--- config.mk ---
export PLATFORM = sky130hd
export DESIGN_NAME = ts_out_formatter
export DESIGN_NICKNAME = d
export VERILOG_FILES = /design/src/rtl/ts_fmt_pkg.sv /design/src/rtl/ts_fmt_clkgen.sv /design/src/rtl/ts_fmt_tracker.sv /design/src/rtl/ts_fmt_outstage.sv /design/src/rtl/ts_out_formatter.sv
export SDC_FILE = /design/constraint.sdc
export NUM_CORES = 1
export LEC_CHECK = 0
export BUFFER_PORTS_ARGS = -buffer_cell sky130_fd_sc_hd__buf_2
export CORE_UTILIZATION = 40
export DETAILED_ROUTE_END_ITERATION = 10
export SLEW_MARGIN = 20
export SYNTH_ARGS = -nofsm -noshare
export SYNTH_HDL_FRONTEND = slang
export SYNTH_SLANG_ARGS = --single-unit
--- constraint.sdc ---
create_clock -name clk -period 2.11 [get_ports clk]
set_input_delay 0.3165 -clock clk [delete_from_list [all_inputs] [get_ports clk]]
set_output_delay 0.3165 -clock clk [all_outputs]
set_load 0.05 [all_outputs]
--- src/rtl/ts_fmt_pkg.sv ---
package ts_fmt_pkg;

    localparam int TS_BYTE_W    = 8;
    localparam int TS_BIT_CNT_W = $clog2(TS_BYTE_W);
    localparam logic [TS_BYTE_W-1:0] TS_TEI_MASK = {1'b1, {(TS_BYTE_W-1){1'b0}}};

    typedef struct packed {
        logic                    oclk;
    } clk_state_t;

    typedef struct packed {
        logic [TS_BYTE_W-1:0]    dout;
        logic                    den;
        logic                    psync;
        logic                    perr;
        logic [TS_BYTE_W-2:0]    shreg;
        logic [TS_BIT_CNT_W-1:0] left;
    } out_state_t;

endpackage

--- src/rtl/ts_fmt_clkgen.sv ---
module ts_fmt_clkgen
    import ts_fmt_pkg::*;
(
    input  logic clk,
    input  logic rst_n,
    output logic oclk
);

    clk_state_t s_d, s_q;

    always_comb begin
        s_d      = s_q;
        s_d.oclk = ~s_q.oclk;
    end

    always_ff @(posedge clk) begin
        if (!rst_n) s_q <= '0;
        else        s_q <= s_d;
    end

    assign oclk = s_q.oclk;

endmodule

--- src/rtl/ts_fmt_tracker.sv ---
module ts_fmt_tracker
    import ts_fmt_pkg::*;
#(
    parameter int PKT_LEN = 188
) (
    input  logic                 clk,
    input  logic                 rst_n,
    input  logic                 accept,
    input  logic                 sop,
    input  logic                 uncor_in,
    input  logic                 tei_en,
    input  logic [TS_BYTE_W-1:0] byte_in,
    output logic [TS_BYTE_W-1:0] byte_out,
    output logic                 err_out
);

    localparam int POS_W = $clog2(PKT_LEN);

    typedef struct packed {
        logic [POS_W-1:0] pos;
        logic             unc;
    } trk_state_t;

    trk_state_t s_d, s_q;
    logic       in_pkt;
    logic       force_tei;

    always_comb begin
        s_d       = s_q;
        in_pkt    = (s_q.pos != '0);
        force_tei = tei_en && !sop && s_q.unc && (s_q.pos == POS_W'(1));
        err_out   = sop ? uncor_in : (in_pkt && s_q.unc);
        byte_out  = force_tei ? (byte_in | TS_TEI_MASK) : byte_in;
        if (accept) begin
            if (sop) begin
                s_d.pos = POS_W'(1);
                s_d.unc = uncor_in;
            end else if (in_pkt) begin
                if (s_q.pos == POS_W'(PKT_LEN - 1)) begin
                    s_d.pos = '0;
                    s_d.unc = 1'b0;
                end else begin
                    s_d.pos = s_q.pos + 1'b1;
                end
            end
        end
    end

    always_ff @(posedge clk) begin
        if (!rst_n) s_q <= '0;
        else        s_q <= s_d;
    end

    AST_POS_IN_RANGE: assert property (@(posedge clk) disable iff (!rst_n)
        s_q.pos < POS_W'(PKT_LEN));

    AST_IDLE_NO_FLAG: assert property (@(posedge clk) disable iff (!rst_n)
        (s_q.pos == '0) |-> !s_q.unc);

endmodule

--- src/rtl/ts_fmt_outstage.sv ---
module ts_fmt_outstage
    import ts_fmt_pkg::*;
(
    input  logic                 clk,
    input  logic                 rst_n,
    input  logic                 adv,
    input  logic                 serial,
    input  logic                 in_valid,
    input  logic [TS_BYTE_W-1:0] byte_in,
    input  logic                 sync_in,
    input  logic                 err_in,
    output logic                 ready,
    output logic [TS_BYTE_W-1:0] dout,
    output logic                 den,
    output logic                 psync,
    output logic                 perr
);

    out_state_t s_d, s_q;

    always_comb begin
        s_d   = s_q;
        ready = adv && (s_q.left == '0);
        if (adv) begin
            if (s_q.left != '0) begin
                s_d.dout  = {{(TS_BYTE_W-1){1'b0}}, s_q.shreg[TS_BYTE_W-2]};
                s_d.shreg = {s_q.shreg[TS_BYTE_W-3:0], 1'b0};
                s_d.left  = s_q.left - 1'b1;
            end else if (in_valid) begin
                s_d.den   = 1'b1;
                s_d.psync = sync_in;
                s_d.perr  = err_in;
                if (serial) begin
                    s_d.dout  = {{(TS_BYTE_W-1){1'b0}}, byte_in[TS_BYTE_W-1]};
                    s_d.shreg = byte_in[TS_BYTE_W-2:0];
                    s_d.left  = TS_BIT_CNT_W'(TS_BYTE_W - 1);
                end else begin
                    s_d.dout  = byte_in;
                end
            end else begin
                s_d.den   = 1'b0;
                s_d.psync = 1'b0;
                s_d.perr  = 1'b0;
            end
        end
    end

    always_ff @(posedge clk) begin
        if (!rst_n) s_q <= '0;
        else        s_q <= s_d;
    end

    assign dout  = s_q.dout;
    assign den   = s_q.den;
    assign psync = s_q.psync;
    assign perr  = s_q.perr;

    AST_SYNC_NEEDS_VALID: assert property (@(posedge clk) disable iff (!rst_n)
        s_q.psync |-> s_q.den);

    AST_ERR_NEEDS_VALID: assert property (@(posedge clk) disable iff (!rst_n)
        s_q.perr |-> s_q.den);

    AST_SHIFT_HOLDS_FLAGS: assert property (@(posedge clk) disable iff (!rst_n)
        (s_q.left != '0) |=> ($stable(s_q.psync) && $stable(s_q.perr) && s_q.den));

endmodule

--- src/rtl/ts_out_formatter.sv ---
module ts_out_formatter
    import ts_fmt_pkg::*;
#(
    parameter int PKT_LEN = 188
) (
    input  logic                 clk,
    input  logic                 rst_n,
    input  logic                 cfg_serial,
    input  logic                 cfg_err_ins,
    input  logic                 in_valid,
    output logic                 in_ready,
    input  logic [TS_BYTE_W-1:0] in_data,
    input  logic                 in_sop,
    input  logic                 in_uncor,
    output logic                 ts_clk,
    output logic [TS_BYTE_W-1:0] ts_data,
    output logic                 ts_valid,
    output logic                 ts_sync,
    output logic                 ts_err
);

    logic                 oclk;
    logic                 xfer;
    logic [TS_BYTE_W-1:0] mod_byte;
    logic                 byte_err;

    assign xfer   = in_valid && in_ready;
    assign ts_clk = oclk;

    ts_fmt_clkgen i_clkgen (
        .clk  (clk),
        .rst_n(rst_n),
        .oclk (oclk)
    );

    ts_fmt_tracker #(.PKT_LEN(PKT_LEN)) i_tracker (
        .clk     (clk),
        .rst_n   (rst_n),
        .accept  (xfer),
        .sop     (in_sop),
        .uncor_in(in_uncor),
        .tei_en  (cfg_err_ins),
        .byte_in (in_data),
        .byte_out(mod_byte),
        .err_out (byte_err)
    );

    ts_fmt_outstage i_out (
        .clk     (clk),
        .rst_n   (rst_n),
        .adv     (oclk),
        .serial  (cfg_serial),
        .in_valid(in_valid),
        .byte_in (mod_byte),
        .sync_in (in_sop),
        .err_in  (byte_err),
        .ready   (in_ready),
        .dout    (ts_data),
        .den     (ts_valid),
        .psync   (ts_sync),
        .perr    (ts_err)
    );

    AST_DATA_ON_FALL: assert property (@(posedge clk) disable iff (!rst_n)
        !$stable(ts_data) |-> !ts_clk);

    AST_VALID_ON_FALL: assert property (@(posedge clk) disable iff (!rst_n)
        !$stable(ts_valid) |-> !ts_clk);

    AST_READY_SERIAL: assert property (@(posedge clk) disable iff (!rst_n)
        (xfer && cfg_serial) |=> ##1 !in_ready);

endmodule

==> results.md <==
* Run status: finished, final reports clean
* Area share of the leading cell type in the synthesized netlist at 0.4096
* Number of buffers added by the clock tree synthesis step at 5
* Worst ir drop on vdd at 0.0004646 V
* Max FO, Critical Path at 5
* Synth area leaders: dfxtp_1 41%, nor2_1 6.7%, ha_1 4.1%
* Via count at 1,304
* Kind of end point of the critical path: output port
* Placeable core region at 3468 sq um
* Post-synth design cell area at 1515 sq um
* Wirelength per Cell at 13.58 microns
* Final period demand of the worst path at 1915 ps
* Slowest cell delay on critical path at 320 ps
* Final hold vios at 0
* Synth-to-Final Area Change at 15.94%
* Number of buffers on the longest clock path at 2
* Synthesized area per cell at 8.809 sq um
* Master of the slowest instance on the critical path: dfxtp_1
* Worst slew margin relative to its limit at 0.6105
* Number of synthesis warnings at 0
* Post-synth top area cell: dfxtp_1
* Wire length of the first global-routing pass at 5.727 mm
* Power density normalized to cell area at 809.9 nW/um^2
* Die Outline Area at 4038 sq um
* Leakage power at 0.7239 nW
* Net count, final at 217
* Gp weighted congestion at 0.8277
* CTS Sinks at 31
* Share of synthesized flip-flops with an asynchronous set or reset at 0
* Pin count of the biggest net entering global routing at 25
* Vias in the first global route at 1,221
* Flip-flop and latch count after synthesis at 31
* DRC violations left at 0
* Synth Flop Type: dfxtp_1
* Initial antenna violation count at 0
* Number of distinct standard cells referenced by the synthesized netlist at 42
* Worst min path class: in2reg
* Data arrival, critical path at 1600 ps
* Clk slew on worst S/H paths at 60 ps
* Worst Setup Start Kind: flop
* Critical path's most frequent cell: inv_1
* Fraction of layout cells with a size suffix above 1 at 0.2273
* CTS tree: built
* Fin area at 1757 sq um
* N_diodes at 0
* Setup tns final at 0 ps
* Routed WL at 3.314 mm
* ANT nets after route at 0
* Maximum level of the CTS H-tree at 2
* Max Slew Vio Count at 0
* Critical Path, Cell by Cell: inv_1, ha_1, nor2b_4, nand2_1, inv_1, buf_2
* Die height at 63.55 microns
* I/O Pins at 28
* Mean number of vias per cell at 5.344
* Final setup skew at 2.007 ps
* PortBufs at 27
* Cell family with the largest share of critical-path delay: buffers and inverters
* Total congestion overflow at 0
* Number of cells upsized or downsized after cts at 0
* Std-Cell Rows at 21
* Max Clk Rate at 522.2 MHz
* Number of violations of the max-capacitance limit at 0
* Number of flops mapped to enable cells by yosys at 0
* Number of buffers and inverters on the critical path at 3
* Number of buffers inserted by post-CTS setup repair at 0
* Number of buffers added to fix hold violations after cts at 0
* Starting density of the core at 0.4369
* DRT iter0 DRCs at 83
* TritonRoute pass-1 iters at 4
* Post-detail-place hpwl at 2.373 mm
* Net count after synthesis at 192
* Clock latency reported for the late side of the worst-skew pair at 280 ps
* Number of cells produced by synthesis at 172
* Post-route clock period utilization at 0.9076
* Crit path required time at 1790 ps
* Sequential-to-total area share from yosys stat at 0.4096
* RSZ-0062 raised after global routing: false
* Placed standard-cell area at 1649 sq um
* CP Class: reg2out
* Slew at the pin closest to its max-slew limit at 578.9 ps
* Overall die width at 63.55 microns
* Number of setup violations in the final report at 0
* Global-route usage over all layers at 0.1831
* Clock Tree Root: clkbuf_8
-- logic make-up after synthesis --
family,Yosys count,synth area share
compound gates,39,0.2081
xor+xnor,6,0.03469
fa+ha+maj,5,0.04129
buf+inv,24,0.09083
flops,31,0.4096
simple gates,67,0.2155
-- power by group --
group / switching [mW] / internal [mW]
Clock: 0.205 / 0.297
Sequential: 0.0237 / 0.617
Combinational: 0.179 / 0.101
Total: 0.408 / 1.02
-- tightest hold or removal path, delay by kind of cell --
family	cells	cell delay [ps]
AO/OA/AOI/OAI	1	50
buffers and inverters	1	110
AND/OR/NAND/NOR	1	50
-- path summary, 6_finish.rpt --
kind / slack (ps) / from / end / depth (start not counted)
min: 290 / in_uncor / i_tracker.s_q[0]$_SDFFE_PN0P_ / 3
max: 200 / i_out.s_q[0]$_SDFFE_PN0P_ / in_ready / 6
max reg2reg: 220 / i_out.s_q[0]$_SDFFE_PN0P_ / i_out.s_q[5]$_SDFFE_PN0P_ / 7
min reg2reg: 480 / i_out.dout[0]$_SDFFE_PN0P_ / i_out.dout[0]$_SDFFE_PN0P_ / 2
-- state kept, by name, summed over array words and instances (netlist names) --
name / cells
i_out.perr: 1
i_out.dout: 8
i_out.den: 1
i_out.s_q: 10
i_clkgen.oclk: 1
i_tracker.s_q: 9
i_out.psync: 1
-- routing by layer --
metal,global-route usage,wire length [microns],vias up
met4,0.08807,63,0
met3,0.04529,183,6
met2,0.2673,1394,35
met5,0,0,-
met1,0.2489,1673,604
li1,-,-,659
-- layout make-up --
cell class,instances,area [sq um]
Inverter,9,33.78
Sequential cell,31,620.6
Tap cell,46,57.56
Multi-Input combinational cell,117,764.5
Fill cell,351,1712
Clock buffer,8,100.1
Timing Repair Buffer,33,180.2
-- cells in the mapped netlist, drive strengths merged (3+ instances only) --
cell type and count:
nand3 4, nand4 3, a311oi 9, xnor2 3, a21oi 5, inv 9, dfxtp 31, buf 12
xor2 3, o21ai 5, a22oi 8, nor2 27, ha 5, nand2 16, clkbuf 3, a211oi 3
-- through the flow --
| stage | power, mW | instances | hold slack, ps | util | setup slack (ps) |
|---|---|---|---|---|---|
| after detailed placement | 0.9258 | 236 | 465.1 | 0.4755 | 268.6 |
| after global placement | 0.9191 | 236 | 463.1 | 0.4755 | 399.9 |
| final | 1.423 | 244 | 292.9 | 0.5065 | 195.0 |
| after CTS | 1.431 | 244 | 287.9 | 0.5043 | 24.69 |
| after floorplan | 0.8611 | 172 | 434.0 | - | 291.9 |
| after global routing | 1.511 | 244 | 295.2 | 0.5065 | 61.83 |
-- placed cells by master (no fill, tap or decap), types with 3 or more instances in the layout --
cell      synthesis  layout
buf_2             2      27
xor2_1            3       3
nand4_1           3       3
inv_1             9       9
o21ai_0           3       3
a311oi_1          7       7
nor2_1           27      27
buf_4             8       6
a22oi_1           8       8
clkbuf_8          0       7
nand2_1          16      16
nand3_1           4       4
ha_1              5       5
dfxtp_1          31      31
xnor2_1           3       3
a21oi_1           5       5
Power figures use the tool's default switching activity.
